[src/rtl/bcdcal_pkg.sv]
package bcdcal_pkg;

    typedef struct packed {
        logic [7:0] hr;
        logic [7:0] mn;
        logic [7:0] sc;
    } clk_time_t;

    typedef struct packed {
        logic [7:0] yr;
        logic [7:0] mo;
        logic [7:0] dy;
        logic [2:0] wd;
    } cal_date_t;

    // Two-digit BCD increment (no wrap handling; callers wrap first)
    function automatic logic [7:0] bcd_inc(input logic [7:0] v);
        if (v[3:0] == 4'd9)
            return {v[7:4] + 4'd1, 4'd0};
        return {v[7:4], v[3:0] + 4'd1};
    endfunction

    // Year divisible by four (00 counts)
    function automatic logic is_leap(input logic [7:0] yr);
        logic [6:0] bin;
        bin = 7'(yr[7:4]) * 7'd10 + 7'(yr[3:0]);
        return bin[1:0] == 2'b00;
    endfunction

    // Last day of the month in BCD
    function automatic logic [7:0] last_day(input logic [7:0] mo, input logic [7:0] yr);
        case (mo)
            8'h02:                      return is_leap(yr) ? 8'h29 : 8'h28;
            8'h04, 8'h06, 8'h09, 8'h11: return 8'h30;
            default:                    return 8'h31;
        endcase
    endfunction

    function automatic logic [23:0] pack_time(input clk_time_t t);
        return {2'b00, t.hr[5:0], 1'b0, t.mn[6:0], 1'b0, t.sc[6:0]};
    endfunction

    function automatic clk_time_t unpack_time(input logic [23:0] w);
        clk_time_t t;
        t.hr = {2'b00, w[21:16]};
        t.mn = {1'b0, w[14:8]};
        t.sc = {1'b0, w[6:0]};
        return t;
    endfunction

    function automatic logic [23:0] pack_date(input cal_date_t d);
        return {d.yr, d.wd, d.mo[4:0], 2'b00, d.dy[5:0]};
    endfunction

    function automatic cal_date_t unpack_date(input logic [23:0] w);
        cal_date_t d;
        d.yr = w[23:16];
        d.wd = w[15:13];
        d.mo = {3'b000, w[12:8]};
        d.dy = {2'b00, w[5:0]};
        return d;
    endfunction

endpackage

[src/rtl/cal_prescaler.sv]
module cal_prescaler #(
    parameter int AW     = 7,
    parameter int SW     = 15,
    parameter int A_INIT = 127,
    parameter int S_INIT = 255
) (
    input  logic          clk,
    input  logic          rst,
    input  logic          hold,
    input  logic          ld,
    input  logic [AW-1:0] ld_a,
    input  logic [SW-1:0] ld_s,
    output logic          tick
);
    logic [AW-1:0] a_rl, ac;
    logic [SW-1:0] s_rl, sc;

    always_ff @(posedge clk) begin
        if (rst) begin
            a_rl <= AW'(A_INIT);
            s_rl <= SW'(S_INIT);
            ac   <= AW'(A_INIT);
            sc   <= SW'(S_INIT);
        end else begin
            if (ld) begin
                a_rl <= ld_a;
                s_rl <= ld_s;
            end
            if (hold) begin
                ac <= ld ? ld_a : a_rl;
                sc <= ld ? ld_s : s_rl;
            end else if (ac == '0) begin
                ac <= a_rl;
                sc <= (sc == '0) ? s_rl : sc - 1'b1;
            end else begin
                ac <= ac - 1'b1;
            end
        end
    end

    assign tick = !hold && (ac == '0) && (sc == '0);
endmodule

[src/rtl/cal_time.sv]
module cal_time
    import bcdcal_pkg::*;
(
    input  logic      clk,
    input  logic      rst,
    input  logic      tick,
    input  logic      ld,
    input  clk_time_t ld_val,
    output clk_time_t cur,
    output logic      day_adv
);
    clk_time_t nxt;
    logic      wrap;

    always_comb begin
        nxt  = cur;
        wrap = 1'b0;
        if (cur.sc == 8'h59) begin
            nxt.sc = 8'h00;
            if (cur.mn == 8'h59) begin
                nxt.mn = 8'h00;
                if (cur.hr == 8'h23) begin
                    nxt.hr = 8'h00;
                    wrap   = 1'b1;
                end else begin
                    nxt.hr = bcd_inc(cur.hr);
                end
            end else begin
                nxt.mn = bcd_inc(cur.mn);
            end
        end else begin
            nxt.sc = bcd_inc(cur.sc);
        end
    end

    assign day_adv = tick && wrap;

    always_ff @(posedge clk) begin
        if (rst)       cur <= '0;
        else if (ld)   cur <= ld_val;
        else if (tick) cur <= nxt;
    end
endmodule

[src/rtl/cal_date.sv]
module cal_date
    import bcdcal_pkg::*;
(
    input  logic      clk,
    input  logic      rst,
    input  logic      adv,
    input  logic      ld,
    input  cal_date_t ld_val,
    output cal_date_t cur
);
    cal_date_t nxt;

    always_comb begin
        nxt    = cur;
        nxt.wd = (cur.wd == 3'd7) ? 3'd1 : cur.wd + 3'd1;
        if (cur.dy == last_day(cur.mo, cur.yr)) begin
            nxt.dy = 8'h01;
            if (cur.mo == 8'h12) begin
                nxt.mo = 8'h01;
                nxt.yr = (cur.yr == 8'h99) ? 8'h00 : bcd_inc(cur.yr);
            end else begin
                nxt.mo = bcd_inc(cur.mo);
            end
        end else begin
            nxt.dy = bcd_inc(cur.dy);
        end
    end

    always_ff @(posedge clk) begin
        if (rst) begin
            cur.yr <= 8'h00;
            cur.mo <= 8'h01;
            cur.dy <= 8'h01;
            cur.wd <= 3'd1;
        end else if (ld) begin
            cur <= ld_val;
        end else if (adv) begin
            cur <= nxt;
        end
    end
endmodule

[src/rtl/bcd_calendar.sv]
module bcd_calendar
    import bcdcal_pkg::*;
#(
    parameter int A_BITS   = 7,
    parameter int S_BITS   = 15,
    parameter int A_RELOAD = 127,
    parameter int S_RELOAD = 255
) (
    input  logic        clk,
    input  logic        rst,
    input  logic        init_mode,
    input  logic        time_we,
    input  logic [23:0] time_wdata,
    input  logic        date_we,
    input  logic [23:0] date_wdata,
    input  logic        prer_we,
    input  logic [22:0] prer_wdata,
    output logic [23:0] time_word,
    output logic [23:0] date_word,
    output logic        second_tick,
    output logic        cal_uninit
);
    localparam int A_LSB = 16;

    clk_time_t t_cur;
    cal_date_t d_cur;
    logic      tick, day_adv;

    cal_prescaler #(
        .AW(A_BITS), .SW(S_BITS), .A_INIT(A_RELOAD), .S_INIT(S_RELOAD)
    ) u_pre (
        .clk  (clk),
        .rst  (rst),
        .hold (init_mode),
        .ld   (prer_we && init_mode),
        .ld_a (prer_wdata[A_LSB +: A_BITS]),
        .ld_s (prer_wdata[S_BITS-1:0]),
        .tick (tick)
    );

    cal_time u_time (
        .clk     (clk),
        .rst     (rst),
        .tick    (tick),
        .ld      (time_we && init_mode),
        .ld_val  (unpack_time(time_wdata)),
        .cur     (t_cur),
        .day_adv (day_adv)
    );

    cal_date u_date (
        .clk    (clk),
        .rst    (rst),
        .adv    (day_adv),
        .ld     (date_we && init_mode),
        .ld_val (unpack_date(date_wdata)),
        .cur    (d_cur)
    );

    assign time_word   = pack_time(t_cur);
    assign date_word   = pack_date(d_cur);
    assign second_tick = tick;
    assign cal_uninit  = (d_cur.yr == 8'h00);
endmodule

[config.mk]
export PLATFORM = sky130hd
export DESIGN_NAME = bcd_calendar
export DESIGN_NICKNAME = d
export VERILOG_FILES = /design/src/rtl/bcdcal_pkg.sv /design/src/rtl/cal_prescaler.sv /design/src/rtl/cal_time.sv /design/src/rtl/cal_date.sv /design/src/rtl/bcd_calendar.sv
export SDC_FILE = /design/constraint.sdc
export NUM_CORES = 1
export LEC_CHECK = 0
export BUFFER_PORTS_ARGS = -buffer_cell sky130_fd_sc_hd__buf_2
export CORE_ASPECT_RATIO = 1.1
export CORE_MARGIN = 10
export CORE_UTILIZATION = 38
export CTS_BUF_LIST = sky130_fd_sc_hd__clkbuf_2
export DETAILED_ROUTE_END_ITERATION = 16
export GPL_ROUTABILITY_DRIVEN = 0
export MAX_ROUTING_LAYER = met4
export PLACE_DENSITY = 0.62
export REMOVE_ABC_BUFFERS = 1
export SLEW_MARGIN = 20
export SYNTH_ARGS = -nofsm -noshare
export SYNTH_HDL_FRONTEND = slang
export SYNTH_SLANG_ARGS = --single-unit
[constraint.sdc]
create_clock -name clk -period 4.13 [get_ports clk]
set_clock_uncertainty 0.15 [all_clocks]
set_input_delay 0.413 -clock clk [delete_from_list [all_inputs] [get_ports clk]]
set_output_delay 0.413 -clock clk [all_outputs]
set_load 0.01 [all_outputs]
Word-level counts from Yosys, hierarchy flattened
Cells that the tools add are included.
{"block": "op_classes", "mux": 56, "mul": 1, "reduce_logical": 47, "addsub": 16, "n_eq_ne": 18}
{"operator": "$mux W8", "n": 19}
{"operator": "$mux W15", "n": 4}
{"operator": "$mux W27", "n": 2}
{"operator": "$add A4 B1 Y4 const B", "n": 12}
{"operator": "$mux W22", "n": 2}
{"operator": "$eq A4 B4 Y1 const B", "n": 6}
{"operator": "$reduce_bool A2 Y1", "n": 12}
{"operator": "$mux W1", "n": 21}
{"operator": "$mux W7", "n": 3}
{"operator": "$reduce_and A3 Y1", "n": 6}
{"operator": "$reduce_bool A3 Y1", "n": 6}
{"operator": "$eq A8 B3 Y1 const B", "n": 2}
{"operator": "$eq A8 B5 Y1 const B", "n": 2}
{"operator": "$eq A8 B7 Y1 const B", "n": 2}
{"operator": "$mux W16", "n": 1}
{"operator": "$pmux W8 S2", "n": 1}
{"operator": "$logic_not A15 Y1", "n": 1}
{"operator": "$sub A15 B1 Y15 const B", "n": 1}
{"operator": "$mux W14", "n": 1}
{"operator": "$reduce_and A2 Y1", "n": 6}
{"operator": "$reduce_and A4 Y1", "n": 3}
{"operator": "$eq A8 B2 Y1 const B", "n": 1}
{"operator": "$eq A8 B4 Y1 const B", "n": 1}
{"operator": "$eq A8 B6 Y1 const B", "n": 1}
{"operator": "16 further kinds", "n": 22}
{"block": "word_totals", "elab_cells": 160, "in_bits": 77, "output_inout_bits": 50, "regBits": 95}

Depth between registers and ports, before layout
Gate-level depths: netlist of the first run.
{"block": "depth", "depth_word": 13, "mapped_depth": 11, "mapped_depth_nobuf": 8}

Cells and area by module
A second synthesis of the first run with hierarchy kept.
{"block": "hier_totals", "cells_unflattened": 742, "area_unflattened_um2": 6224.7}
{"mod": "cal_prescaler", "area_each_um2": 2451.1, "instances": 1, "seq_area_each_um2": 880.8, "cells_per_inst": 275}
{"mod": "cal_date", "area_each_um2": 2084.5, "instances": 1, "seq_area_each_um2": 540.5, "cells_per_inst": 259}
{"mod": "cal_time", "area_each_um2": 1602.8, "instances": 1, "seq_area_each_um2": 480.5, "cells_per_inst": 195}
{"mod": "bcd_calendar", "area_each_um2": 86.3, "instances": 1, "seq_area_each_um2": 0.0, "cells_per_inst": 13}

Least setup slack after synthesis of the first run
Ideal clock, no wire load.
{"block": "synth_timing", "path_type": "register to register", "startpoint": "register u_time.cur[12] (netlist name)", "endpoint": "register u_date.cur[25] (netlist name)", "period_less_slack_ns": 2.483, "setup_time_ns": 0.106, "path_buffers": 1, "setup_slack_ns": 1.647, "path_stages_with_launch": 9, "t_arrival_ns": 2.227, "required_ns": 3.874, "cell_sequence": "dfxtp_1 ha_1 and3b_1 clkbuf_1 nand4_1 nor4_4 nand4_2 or4_1 o311ai_0"}
{"block": "synth_via", "elab_chain_len": 6}
{"element": "start: declaration", "line": "cal_time.sv:9", "rtl": "output clk_time_t cur,"}
{"element": "start signal: assignment", "line": "cal_time.sv:40", "rtl": "else if (ld) cur <= ld_val;"}
{"element": "start signal: assignment", "line": "cal_time.sv:41", "rtl": "else if (tick) cur <= nxt;"}
{"element": "$eq A8 B7 Y1", "line": "cal_time.sv:20", "rtl": "if (cur.mn == 8'h59) begin"}
{"element": "$mux W1", "line": "cal_time.sv:20"}
{"element": "$mux W1", "line": "cal_time.sv:18", "rtl": "if (cur.sc == 8'h59) begin"}
{"element": "$logic_and A1 B1 Y1", "line": "cal_time.sv:36", "rtl": "assign day_adv = tick && wrap;"}
{"element": "$reduce_bool A2 Y1 (no source line)"}
{"element": "$reduce_and A4 Y1 (no source line)"}
{"element": "end signal: assignment", "line": "cal_date.sv:36", "rtl": "cur <= ld_val;"}
{"element": "end signal: assignment", "line": "cal_date.sv:38", "rtl": "cur <= nxt;"}
{"element": "end: declaration", "line": "cal_date.sv:9", "rtl": "output cal_date_t cur"}
No other way between the ends.
A chain may end at the register's enable or synchronous reset.

Final worst setup path of the first run
{"block": "layout_timing", "startpoint": "register u_pre.ac[0]", "endpoint": "register u_date.cur[26] (netlist name)"}
{"block": "layout_via", "elab_chain_len": 6}
{"element": "start: declaration", "line": "cal_prescaler.sv:15", "rtl": "logic [AW-1:0] a_rl, ac;"}
{"element": "start signal: assignment", "line": "cal_prescaler.sv:22", "rtl": "ac <= AW'(A_INIT);"}
{"element": "start signal: assignment", "line": "cal_prescaler.sv:30", "rtl": "ac <= ld ? ld_a : a_rl;"}
{"element": "start signal: assignment", "line": "cal_prescaler.sv:33", "rtl": "ac <= a_rl;"}
{"element": "$logic_not A7 Y1", "line": "cal_prescaler.sv:41", "rtl": "assign tick = !hold && (ac == '0) && (sc == '0);"}
{"element": "$logic_and A1 B1 Y1 (2 in series)", "line": "cal_prescaler.sv:41"}
{"element": "$logic_and A1 B1 Y1", "line": "cal_time.sv:36"}
{"element": "$reduce_bool A2 Y1 (no source line)"}
{"element": "$reduce_and A4 Y1 (no source line)"}
No other way between the ends.

==> results, run 1 <==
- The register share of total power is between 50% and 60%.
- The H-tree was split into 3 levels.
- The clock latency at the later pin of the worst-skew pair is approximately 0.63 ns.
- The growth of design area from synthesis to finish is 16.6%.
- The placement row count is between 40 and 50.
- The via count of the first global-routing pass is approximately 5700.
- The internal power consumption is 0.00122 W.
- The clock network fraction of design power is 22.8%.
- The first global-routing pass estimated about 29 mm of wire.
- The worst hold path passes through 3 cells.
- The final hold slack is 0.0311 ns.
- The detailed-router iteration count before antenna repair is 5.
- The number of nets in the final layout is 999.
- Once the floorplan was initialized, standard cells occupied around 39% of the core.
- Entering global routing, the biggest net connects 31 pins.
- The switching power is 0.000571 W.
- The post-synthesis instance area is 6260 um^2.
- The number of antenna violations at the first check in global routing is 2.
- From left edge to right edge, the die measures about 140 um.
- The number of slew-limit violations in the final report came to 0.
- In this run, the number of DRC markers left after iteration 0 of detailed routing was 274.
- The critical path launch point type is a flop.
- Ranked by total cell area, the synthesized netlist is headed by sky130_fd_sc_hd__dfxtp_1 (30%), sky130_fd_sc_hd__buf_4 (6.0%), sky130_fd_sc_hd__ha_1 (6.0%), sky130_fd_sc_hd__nand2_1 (4.5%), sky130_fd_sc_hd__a21oi_1 (3.8%).
- The cell sitting at the root of the clock tree is a sky130_fd_sc_hd__clkbuf_2.
- Yosys mapped a number of flops with a built-in enable equal to 0.
- Counting the buffers created by CTS gives 9.
- The maximum vdd ir drop is 0.137 mV.
- The achievable frequency is 323 MHz.
- The normalized max-slew margin is 38.2%.
- The multi-input logic area is 3600 um^2.
- The cell count after synthesis came out at 788.
- Yosys instantiated no cell more often than sky130_fd_sc_hd__dfxtp_1.
- Among all flip-flop cells after synthesis, the most frequent one is sky130_fd_sc_hd__dfxtp_1.
- For the pin with the worst max-slew slack, the measured transition is approximately 0.92 ns.
- The mean area per synthesized cell is 7.94 um^2.
- The period utilization is between 70% and 80%.
- The power density relative to cell area is 245 nW/um^2.
- The worst min-delay path category is in -> reg.
- The die covers 22000 um^2.
- For this run, the number of Yosys warnings is 0.
- The final period demand of the worst path is 3.10 ns.
- After synthesis, the most frequently instantiated cells are sky130_fd_sc_hd__dfxtp_1 (95), sky130_fd_sc_hd__nand2_1 (75), sky130_fd_sc_hd__nor2_1 (53), sky130_fd_sc_hd__buf_4 (50), sky130_fd_sc_hd__inv_1 (49).
- The sequential fraction of the synthesis area is a little under a third.
- The routed wirelength normalized by instance count is 15.9 um.
- The clock net sink count is 95.
- The total of fill cells in the finished design is between 1500 and 2000.
- The critical path is of the reg -> reg type.
- The CTS tree is built.
- Across the whole layout, storage elements account for 1900 um^2.
- In the routed layout, each cell is associated on average with a via count of 5.35.
- The worst endpoint required time is 4.54 ns.
- The switching power share of the total is 31.9%.
- Measured along the y axis, the die boundary spans 155 um.
- The share of flip-flops with an asynchronous set or reset is 0%.
- The flip-flop and latch count after synthesis is 95.
- The leakage component of the power is a little under 3 nW.
- In the final timing run, aggregate negative setup slack is 0 ns.
- The number of endpoints with negative hold slack in the final report is 0.
- The longest clock path from root to sink contains 2 buffers.
- The depth of the worst register-to-register path is 9.
- In this run, distinct cell masters in the synthesized netlist total 72.
- Along the worst path, the maximum fanout reaches 16.
- Combinational cells account for 19.2% of the total power.
- Input and output buffers added on the ports amount to 113.
- The setup violation total in the final timing report is 0.
- The run finished with clean final reports.
- The synthesized design spends more area on one cell type than any other, namely sky130_fd_sc_hd__dfxtp_1.
- The post-CTS setup buffer count is 0.
- In the routed design, unresolved DRC markers number 0.
- The routed wire length is 17.5 mm.
- The worst setup path is captured at a flop.
- Setup repair after global routing left no endpoint under its margin.
- Summed over all layers, the global routing overflow is 0.
- After clock tree synthesis, the clock-pin slew on the worst setup and hold paths is roughly 0.27 ns.
- The remaining number of nets flagged by the antenna check after routing is 0.
- The area of the placeable core is between 15000 and 20000 um^2.
- The share of layout cells above drive strength 1 is a little under a fifth.
- The detailed-placement wirelength estimate is 12.5 mm.
- The max-capacitance violation count is 0.
- The arrival time of the worst setup path is ~3.5 ns.
- The share of the synthesized area in the top cell type is between 30 and 40%.
- The all-layer global routing usage is 16.0%.
- The count of boundary I/O pins is 127.
- The detailed-route via count is 5898.
kinds of logic (layout without fill, tap and decap cells):
| kind of cell | after synthesis | after routing | share of synthesized area (%) |
|---|---|---|---|
| other | 1 | 8 | 0.0599 |
| AO/OA/AOI/OAI | 203 | 203 | 21.7 |
| AND/OR/NAND/NOR | 289 | 289 | 25.7 |
| buffers and inverters | 147 | 251 | 12.5 |
| flip-flops | 95 | 95 | 30.4 |
| XOR/XNOR | 10 | 10 | 1.40 |
| adder cells (fa/ha/maj) | 30 | 30 | 6.00 |
| multiplexers | 13 | 13 | 2.18 |
final timing paths:
path | end | slack (ns) | startpoint
max | u_date.cur[26] | 1.03 | u_pre.ac[0]
min | u_time.cur[21] | 0.03 | time_wdata[21]
max reg2reg | u_date.cur[26] | 1.03 | u_pre.ac[0]
min reg2reg | u_pre.s_rl[11] | 0.34 | u_pre.s_rl[11]
metal layers:
layer | routed length, um | part of all wire [%] | vias up | track usage [%]
li1 | - | - | 3015 | -
met1 | 8010 | 46 | 2717 | 19.3
met5 | 0 | 0 | - | -
met2 | 8380 | 48 | 146 | 26.0
met4 | 278 | 1.6 | 0 | 5.54
met3 | 871 | 5.0 | 20 | 3.09
sequential cells by signal, summed over array words and instances, names as in the netlist:
register	cells
u_pre.a_rl	7
u_date.cur	27
u_pre.ac	7
u_pre.sc	15
u_time.cur	24
u_pre.s_rl	15
final cells by class:
| type | count | share of cell area [%] |
|---|---|---|
| clock inverters | 7 | 0.548 |
| flip-flops and latches | 95 | 26.0 |
| well taps | 204 | 3.50 |
| diodes | 2 | 0.0685 |
| repair buffers | 186 | 17.4 |
| inverters | 49 | 2.52 |
| multi-input cells | 551 | 49.3 |
| clock buffers | 9 | 0.617 |
power by group through the flow:
stage	sequential [W]	clock (W)	combinational, W
5_1_grt	0.00105	0.000465	0.000389
3_3_place_gp	0.00105	0	0.000297
3_5_place_dp	0.00105	0	0.000300
6_report	0.00104	0.000409	0.000344
4_1_cts	0.00104	0.000426	0.000347
2_1_floorplan	0.00105	0	0.000164
worst max-delay path, cell delays in order, from the launching register on:
cell	delay [ns]
sky130_fd_sc_hd__dfxtp_1	0.38
sky130_fd_sc_hd__inv_1	0.08
sky130_fd_sc_hd__ha_1	0.25
sky130_fd_sc_hd__nor3b_1	0.29
sky130_fd_sc_hd__nand4_1	0.35
sky130_fd_sc_hd__nor4_4	0.24
sky130_fd_sc_hd__buf_4	0.19
sky130_fd_sc_hd__nand4_2	0.38
sky130_fd_sc_hd__or4_1	0.61
sky130_fd_sc_hd__o311ai_0	0.09
per-stage QoR:
step / cell area (um^2) / setup WS (ns) / cells / utilization, % / total power, W
floorplan: 5680 / 1.01 / 695 / - / 0.00121
global placement: 6580 / 1.11 / 1022 / 40.5 / 0.00135
detailed placement: 6580 / 1.08 / 1022 / 40.5 / 0.00135
CTS: 7300 / 1.03 / 1101 / 44.9 / 0.00181
global route: 7300 / 0.774 / 1103 / 44.9 / 0.00190
finish: 7300 / 1.03 / 1103 / 44.9 / 0.00179
placed cells by master (no fill, tap or decap), types with 5 or more instances in the layout:
cell type                       synthesis  final
sky130_fd_sc_hd__nor3_1                17     17
sky130_fd_sc_hd__o21ai_0               25     25
sky130_fd_sc_hd__ha_1                  30     30
sky130_fd_sc_hd__inv_1                 49     49
sky130_fd_sc_hd__a2bb2oi_1              6      6
sky130_fd_sc_hd__nand3_1               25     25
sky130_fd_sc_hd__a311oi_1               7      7
sky130_fd_sc_hd__mux2i_1                8      8
sky130_fd_sc_hd__nand4_1                9      9
sky130_fd_sc_hd__a21oi_1               47     47
sky130_fd_sc_hd__xor2_1                 5      5
sky130_fd_sc_hd__nand3b_1              10     10
sky130_fd_sc_hd__a31oi_1               14     14
sky130_fd_sc_hd__o22ai_1               23     23
sky130_fd_sc_hd__clkbuf_2               0      9
sky130_fd_sc_hd__xnor2_1                5      5
sky130_fd_sc_hd__dfxtp_1               95     95
sky130_fd_sc_hd__nor4_1                 6      6
sky130_fd_sc_hd__or4_1                  6      6
sky130_fd_sc_hd__dlygate4sd3_1          1     63
sky130_fd_sc_hd__a22oi_1                9      9
sky130_fd_sc_hd__conb_1                 1      6
sky130_fd_sc_hd__buf_2                  5    113
sky130_fd_sc_hd__nand2_1               75     75
sky130_fd_sc_hd__and3_1                19     19
sky130_fd_sc_hd__buf_4                 50     10
sky130_fd_sc_hd__a211oi_1              31     31
sky130_fd_sc_hd__or3_1                 10     10
sky130_fd_sc_hd__mux2_2                 5      5
sky130_fd_sc_hd__o211ai_1               5      5
sky130_fd_sc_hd__nor2_1                53     52
sky130_fd_sc_hd__nor3b_1               11     10
sky130_fd_sc_hd__and2_1                 6      6
sky130_fd_sc_hd__nor2b_1                7      7
what timing repair did:
| item | in CTS | in global routing |
|---|---|---|
| hold buffers | 63 | 0 |
| hold endpoints to repair | 66 | 0 |
| gates resized for setup | 0 | 0 |
Note: power is estimated with default switching activity, not from simulation.
==> run 2, diff against run 1 <==
--- a/config.mk
+++ b/config.mk
@@ -5,6 +5,7 @@
 export SDC_FILE = /design/constraint.sdc
 export NUM_CORES = 1
 export LEC_CHECK = 0
+export ABC_AREA = 1
 export BUFFER_PORTS_ARGS = -buffer_cell sky130_fd_sc_hd__buf_2
 export CORE_ASPECT_RATIO = 1.1
 export CORE_MARGIN = 10
==> constraint.sdc (replaced) <==
create_clock -name clk -period 3.2 [get_ports clk]
set_clock_uncertainty 0.15 [all_clocks]
set_input_delay 0.32 -clock clk [delete_from_list [all_inputs] [get_ports clk]]
set_output_delay 0.32 -clock clk [all_outputs]
set_load 0.01 [all_outputs]
==> run 2 against run 1 <==
Combinational power grew 22%. Final cell count grew 12%. Count of clock-buffer cells in the layout grew 1. Register-to-register slack lost 0.71 ns. Cell area grew 4.7%. Die area grew 0.88%. Sequential share of layout area shrank 1.2 points. Hold slack gained 0.039 ns. Utilization grew 1.8 points. Critical path depth grew 2. Flip-flop and latch count is the same. Critical path type unchanged. Largest cell class unchanged.
==> results, run 2 <==
- The startpoint-to-endpoint class of the critical path is reg -> reg.
- The via count normalized by instance count came to 4.81 (-10%).
- The count of boundary I/O pins came to 127 (unchanged).
- The worst endpoint required time came to 3.57 ns (-0.97 ns).
- The clock net sink count is 95 (unchanged).
- The reg-to-reg critical path startpoint is u_time.cur[0].
- The via count of the first global-routing pass came to 5890 (+3.1%).
- The leakage component of the power is 3.48 nW (+18%).
- The growth of design area from synthesis to finish is 20.9%.
- The number of endpoints with negative hold slack in the final report is 0 (unchanged).
- The detailed-route DRC error count came to 0 (unchanged).
- The register bank with the most flops is u_date.cur.
- The leading cell type in the layout, fill and taps excluded is sky130_fd_sc_hd__nand2_1.
- The total of fill cells in the finished design is 1666 (+0.18%).
- The post-synthesis instance area is 6320 um^2 (+1.0%).
- The maximum root-to-sink buffer count is 2 (unchanged).
- The total global routing overflow came to 0 (unchanged).
- The launch point of the worst path is u_time.cur[0].
- The arrival time of the worst setup path is 3.25 ns (-0.25 ns).
- The max-capacitance violation count is 0 (unchanged).
- The routed wire length was 17.3 mm (-1.2%).
- The flip-flop cell with the highest count after synthesis is sky130_fd_sc_hd__dfxtp_1.
- The achievable frequency is 347 MHz (+7.6%).
- The final setup slack of the worst path is 0.321 ns (-0.712 ns).
- The total power after layout came to 0.00249 W (+39%).
- The distinct cell type count of the synthesized netlist is 48 (-33%).
- The share of layout cells above drive strength 1 is 20.3% (+2.3 points).
- The largest net degree at the start of global routing was 66 (+110%).
- The sequential fraction of the synthesis area is 30.1% (-0.31 points).
- The transition time at the pin with the least slew margin is 0.766 ns (-0.158 ns).
- In this run the clock root is driven by a sky130_fd_sc_hd__clkbuf_2.
- The critical path capture point type is a flop.
- The count of synthesis-stage warnings from yosys is 0 (unchanged).
- The largest fanout of any net on the critical path is 8 (-8).
- In this run the most critical hold path is launched from time_we.
- The effective utilization at floorplan is 38.6% (+0.10 points).
- The worst min-delay path category is in -> reg.
- The die height came to 155 um (+0.44%).
- The first-pass GRT wire length is 28.9 mm (+0.46%).
- The power density relative to cell area is 325 nW/um^2 (+33%).
- The final hold slack came to 0.0698 ns (+0.0387 ns).
- The setup TNS after final layout is 0 ns (unchanged).
- The share of flip-flops with an asynchronous set or reset is 0% (unchanged).
- The detailed-router iteration count before antenna repair is 4 (-1).
- The number of slew-limit violations in the final report is 0 (unchanged).
- The detailed-route via count is 5937 (+0.66%).
- The area of the placeable core is 16400 um^2 (+0.75%).
- The placement row count is 49 (unchanged).
- The run finished with clean final reports.
- Setup repair after global routing left no endpoint under its margin.
- The total die area was 22200 um^2 (+0.88%).
- The share of the synthesized area in the top cell type is 30.1% (-0.31 points).
- The clock-pin transition on the worst setup and hold timing paths was 0.27 ns (about the same).
- The flip-flop count of the largest register after layout was 27 (unchanged).
- The largest registers in the layout are u_date.cur (27), u_time.cur (24).
- The commonest cells after synthesis are sky130_fd_sc_hd__nand2_1 (179), sky130_fd_sc_hd__dfxtp_1 (95), sky130_fd_sc_hd__inv_1 (86), sky130_fd_sc_hd__nor2_1 (86), sky130_fd_sc_hd__nand3_1 (75).
- The multi-input logic area came to 3630 um^2 (+0.90%).
- The period utilization is 90.0% (+15 points).
- The minimum setup slack after placement is 0.625 ns (-0.458 ns).
- The cell count after synthesis is 886 (+12%).
- The largest total area in the synthesized netlist belongs to sky130_fd_sc_hd__dfxtp_1.
- The area occupied by registers is 1900 um^2 (unchanged).
- The horizontal die dimension is 143 um (+0.44%).
- The maximum vdd ir drop is 0.150 mV (+9.5%).
- The quantity of I/O buffers inserted on ports is 113 (unchanged).
- The number of CTS-inserted buffers is 9 (unchanged).
- The CTS tree is built.
- The clock latency at the later pin of the worst-skew pair is 0.59 ns (-0.04 ns).
- Yosys attributes the largest share of cell area to sky130_fd_sc_hd__dfxtp_1 (30%), sky130_fd_sc_hd__nand2_1 (11%), sky130_fd_sc_hd__ha_1 (5.9%), sky130_fd_sc_hd__nand3_1 (5.9%), sky130_fd_sc_hd__buf_4 (5.8%).
- The detailed-placement wirelength estimate came to 12.4 mm (-0.54%).
- The cell with the most instances after synthesis is sky130_fd_sc_hd__nand2_1.
- The mean area per synthesized cell is 7.14 um^2 (-10%).
- The number of flops mapped to enable cells by yosys is 0 (unchanged).
- The setup violation total in the final timing report is 0 (unchanged).
- The normalized max-slew margin is 48.8% (+11 points).
- The worst setup path is launched from a flop.
- The number of antenna violations at the first check in global routing is 2 (unchanged).
- In the layout the commonest cells are sky130_fd_sc_hd__nand2_1 (179), sky130_fd_sc_hd__buf_2 (113), sky130_fd_sc_hd__dfxtp_1 (95), sky130_fd_sc_hd__inv_1 (86), sky130_fd_sc_hd__nor2_1 (86).
- The remaining number of nets flagged by the antenna check after routing is 0 (unchanged).
- The flip-flop and latch count after synthesis is 95 (unchanged).
- The CTS H-tree depth is 3 (unchanged).
- The number of nets in the final layout came to 1131 (+13%).
- The final period demand of the worst path is 2.88 ns (-0.218 ns).
- The all-layer global routing usage came to 16.2% (+0.24 points).
- The routed wirelength normalized by instance count was 14.0 um (-12%).
- The violation count after the first detailed-routing iteration is 278 (+1.5%).
-- run 2: cell count changes in the layout (fill, tap and decap cells not counted), sizes merged, moves of 20 or more --
cell / delta
nand2: +113
nand3: +56
nor2: +51
inv: +43
a211oi: -32
o22ai: -23
and3: -20
-- run 2: per-layer routing --
| layer | share of wire [%] | GRT usage (%) | vias to the layer above |
|---|---|---|---|
| met5 | 0 | - | - |
| met4 | 1.8 | 5.36 | 0 |
| met3 | 3.3 | 2.56 | 17 |
| met2 | 49 | 26.7 | 110 |
| met1 | 46 | 19.8 | 2658 |
| li1 | - | - | 3152 |
-- run 2: through the flow --
stage / area, um^2 / instances / util (%)
floorplan: 5880 / 820 / -
global placement: 6760 / 1145 / 41.3
detailed placement: 6760 / 1145 / 41.3
CTS: 7640 / 1233 / 46.7
global route: 7640 / 1235 / 46.7
finish: 7640 / 1235 / 46.7
-- run 2: worst paths after layout --
| path | cells after the start | endpoint | slack [ns] |
|---|---|---|---|
| setup / recovery | 11 | u_date.cur[8] | 0.32 |
| hold / removal | 6 | u_time.cur[6] | 0.07 |
| setup reg to reg | 11 | u_date.cur[8] | 0.32 |
| hold reg to reg | 2 | u_pre.sc[2] | 0.33 |
-- run 2: power by group --
| group | switching, W | internal [W] |
|---|---|---|
| Clock | 0.000432 | 0.000339 |
| Combinational | 0.000217 | 0.000202 |
| Sequential | 0.0000542 | 0.00124 |
-- run 2: cell families after synthesis --
kind of cell / Yosys count / share of synthesized area, %
buffers and inverters: 163 / 12.8
AOI/OAI and AO/OA: 130 / 12.1
DFF: 95 / 30.1
other: 1 / 0.0593
xor gates and xnor gates: 26 / 3.60
and+or+nand+nor: 425 / 32.7
muxes: 16 / 2.77
adders and majority gates: 30 / 5.94
-- run 2: critical path, stage by stage (launching register included) --
cell and delay, ns:
sky130_fd_sc_hd__dfxtp_1 0.48, sky130_fd_sc_hd__ha_1 0.19, sky130_fd_sc_hd__nand2_2 0.07, sky130_fd_sc_hd__nor2_4 0.22, sky130_fd_sc_hd__nand4_4 0.18, sky130_fd_sc_hd__nor3_4 0.28
sky130_fd_sc_hd__inv_2 0.08, sky130_fd_sc_hd__nor2_4 0.25, sky130_fd_sc_hd__nand2_1 0.16, sky130_fd_sc_hd__nand3_1 0.10, sky130_fd_sc_hd__a21oi_1 0.06, sky130_fd_sc_hd__dlygate4sd3_1 0.59
-- run 2: cell type report --
class	instances	share of cell area (%)
clock buffer	10	0.655
sequential	95	24.9
antenna	2	0.0655
inverter	92	4.52
timing repair buffer	193	17.6
multi-input combinational	633	47.5
clock inverter	6	1.41
tap	204	3.34
-- run 2: what timing repair did --
item | 4_1_cts | 5_1_grt
gates resized for setup | 0 | 0
hold endpoints to repair | 84 | 0
buffers inserted | 0 | 0
hold buffers | 72 | 0
==> run 3, diff against run 2 <==
--- a/config.mk
+++ b/config.mk
@@ -9,12 +9,12 @@
 export BUFFER_PORTS_ARGS = -buffer_cell sky130_fd_sc_hd__buf_2
 export CORE_ASPECT_RATIO = 1.1
 export CORE_MARGIN = 10
-export CORE_UTILIZATION = 38
+export CORE_UTILIZATION = 30
 export CTS_BUF_LIST = sky130_fd_sc_hd__clkbuf_2
 export DETAILED_ROUTE_END_ITERATION = 16
 export GPL_ROUTABILITY_DRIVEN = 0
 export MAX_ROUTING_LAYER = met4
-export PLACE_DENSITY = 0.62
+export PLACE_DENSITY = 0.52
 export REMOVE_ABC_BUFFERS = 1
 export SLEW_MARGIN = 20
 export SYNTH_ARGS = -nofsm -noshare
==> run 3 against run 2 <==
First-iteration DRC count increased by 16%. Routed wire length increased by 4.5%. Count of clock-buffer cells in the layout decreased by 1. Die area increased by 23%. Non-clock buffer count increased by 5. Maximum frequency decreased by 1.4%. Critical path depth unchanged. Utilization decreased by 9.4 points. Hold slack improved by 0.016 ns.
==> results, run 3 (same netlist as run 2, synthesis figures left out) <==
- The largest net degree at the start of global routing is 66 (unchanged).
- The setup TNS after final layout came to 0 ns (unchanged).
- The power density relative to cell area came to 301 nW/um^2 (-7.5%).
- The worst setup path is captured at a flop.
- The area of the placeable core came to 20600 um^2 (+26%).
- The leading cell type in the layout, fill and taps excluded is sky130_fd_sc_hd__nand2_1.
- The transition time at the pin with the least slew margin was 0.954 ns (+0.187 ns).
- The routed wire length is 18.1 mm (+4.5%).
- The period utilization is 91.3% (+1.3 points).
- The die height is 172 um (+11%).
- The achievable frequency is 342 MHz (-1.4%).
- The total global routing overflow is 0 (unchanged).
- The effective utilization at floorplan is 30.6% (-8.0 points).
- The worst endpoint required time is 3.61 ns (+0.04 ns).
- The flip-flop count of the largest register after layout is 27 (unchanged).
- Compared with the post-synthesis result, the final layout area differs by 21.8%.
- The horizontal die dimension is 158 um (+11%).
- The clock net sink count came to 95 (unchanged).
- The quantity of I/O buffers inserted on ports is 113 (unchanged).
- The setup violation total in the final timing report came to 0 (unchanged).
- The total power after layout came to 0.00232 W (-6.8%).
- The CTS tree is built.
- The register bank with the most flops is u_date.cur.
- The share of layout cells above drive strength 1 is 20.3% (about the same).
- The via count of the first global-routing pass came to 6030 (+2.4%).
- The clock-pin transition on the worst setup and hold timing paths is 0.32 ns (+0.05 ns).
- The largest fanout of any net on the critical path came to 8 (unchanged).
- The post-CTS setup buffer count was 0 (unchanged).
- The detailed-route DRC error count is 0 (unchanged).
- The leakage component of the power was 3.48 nW (-0.11%).
- The non-filler instance count after layout is 1291 (+4.5%).
- The fraction of the core area covered by cells at the end of the flow came to 37.3% (-9.4 points).
- The number of CTS-inserted buffers is 9 (unchanged).
- The violation count after the first detailed-routing iteration came to 322 (+16%).
- The number of antenna violations at the first check in global routing came to 1 (-1).
- The library cells used most frequently in the layout, excluding fill and tap cells, are sky130_fd_sc_hd__nand2_1 (179), sky130_fd_sc_hd__buf_2 (113), sky130_fd_sc_hd__dfxtp_1 (95), sky130_fd_sc_hd__inv_1 (86), sky130_fd_sc_hd__nor2_1 (86).
- The clock latency at the later pin of the worst-skew pair is 0.65 ns (+0.06 ns).
- The maximum root-to-sink buffer count was 2 (unchanged).
- The via count normalized by instance count is 4.69 (-2.4%).
- The number of slew-limit violations in the final report came to 0 (unchanged).
- The placement row count is 55 (+12%).
- The routed wirelength normalized by instance count is 14.0 um (about the same).
- The count of boundary I/O pins was 127 (unchanged).
- The first-pass GRT wire length is 30.1 mm (+4.4%).
- The worst hold path belongs to the class in -> reg.
- The final hold slack is 0.0859 ns (+0.0161 ns).
- The reg2reg setup slack came to 0.28 ns (-0.04 ns).
- The normalized max-slew margin is 36.4% (-12 points).
- The max-capacitance violation count is 0 (unchanged).
- The clock root buffer master is sky130_fd_sc_hd__clkbuf_2.
- The worst setup path is launched from a flop.
- The number of endpoints with negative hold slack in the final report is 0 (unchanged).
- The setup path with the least slack is of type reg -> reg.
- The all-layer global routing usage came to 14.0% (-2.2 points).
- The detailed-placement wirelength estimate was 13.3 mm (+7.2%).
- The final period demand of the worst path is 2.92 ns (+0.0417 ns).
- The remaining number of nets flagged by the antenna check after routing is 0 (unchanged).
- The total of fill cells in the finished design is 2196 (+32%).
- The detailed-router iteration count before antenna repair was 5 (+1).
- The detailed-route via count came to 6058 (+2.0%).
- The number of nets in the final layout is 1136 (+0.44%).
- The number of instances in the placed design was 1198 (+4.6%).
- The arrival time of the worst setup path was 3.33 ns (+0.08 ns).
- The total die area is 27300 um^2 (+23%).
- The maximum vdd ir drop was 0.159 mV (+6.2%).
- Setup repair after global routing left no endpoint under its margin.
- The largest registers in the layout are u_date.cur (27), u_time.cur (24).
- The run finished with clean final reports.
- The CTS H-tree depth was 3 (unchanged).
==> run 3: changes by cell type in the layout (fill, tap and decap cells not counted), sizes merged <==
cell         change
dlygate4sd3      +4
bufinv           -3
inv              +3
buf              +1
clkbuf           -1
clkinvlp         +1
diode            -1
==> run 3: repair_timing <==
item,4_1_cts,5_1_grt
hold buffers,76,0
gates resized for setup,0,1
endpoints found under the hold margin,89,0
setup endpoints to repair,0,1
==> run 3: layout make-up <==
| type | count | area [um^2] | area share, % |
|---|---|---|---|
| multi-input combinational | 633 | 3640 | 47.2 |
| sequential | 95 | 1900 | 24.7 |
| timing repair buffer | 198 | 1390 | 18.1 |
| inverter | 92 | 345 | 4.48 |
| tap | 256 | 320 | 4.16 |
| clock inverter | 7 | 53.8 | 0.699 |
| clock buffer | 9 | 45.0 | 0.585 |
| antenna | 1 | 2.50 | 0.0325 |
==> run 3: final timing paths <==
path | startpoint | endpoint | depth (start not counted)
max | u_time.cur[0] | u_date.cur[7] | 11
min | prer_we | u_pre.s_rl[4] | 5
max reg2reg | u_time.cur[0] | u_date.cur[7] | 11
min reg2reg | u_date.cur[10] | u_date.cur[10] | 2
==> run 3: worst max-delay path, stage by stage (launching register included) <==
cell	delay, ns
sky130_fd_sc_hd__dfxtp_1	0.50
sky130_fd_sc_hd__ha_1	0.19
sky130_fd_sc_hd__nand2_2	0.07
sky130_fd_sc_hd__nor2_4	0.22
sky130_fd_sc_hd__nand4_4	0.19
sky130_fd_sc_hd__nor3_4	0.28
sky130_fd_sc_hd__inv_2	0.08
sky130_fd_sc_hd__nor2_4	0.26
sky130_fd_sc_hd__nand2_1	0.17
sky130_fd_sc_hd__nand3_1	0.10
sky130_fd_sc_hd__a21oi_1	0.06
sky130_fd_sc_hd__dlygate4sd3_1	0.59
==> run 3: report_power, final <==
group	internal [W]	leakage (nW)	total (W)	switching, W
Sequential	0.00124	0.778	0.00130	0.0000538
Combinational	0.000205	2.64	0.000424	0.000219
Clock	0.000114	0.0627	0.000594	0.000481
==> run 3: per-layer routing <==
metal | share of wire [%] | GRT usage, % | routed length, um
met1 | 46 | 17.3 | 8290
met2 | 49 | 23.1 | 8920
met3 | 3.5 | 2.36 | 640
met4 | 1.5 | 3.87 | 263
met5 | 0 | - | 0
==> run 3: stage by stage <==
stage               worst slack [ns]  area [um^2]
finish                         0.280         7700
global route                  0.0291         7700
CTS                            0.249         7690
detailed placement             0.803         6830
global placement               0.822         6830
floorplan                       1.14         5880
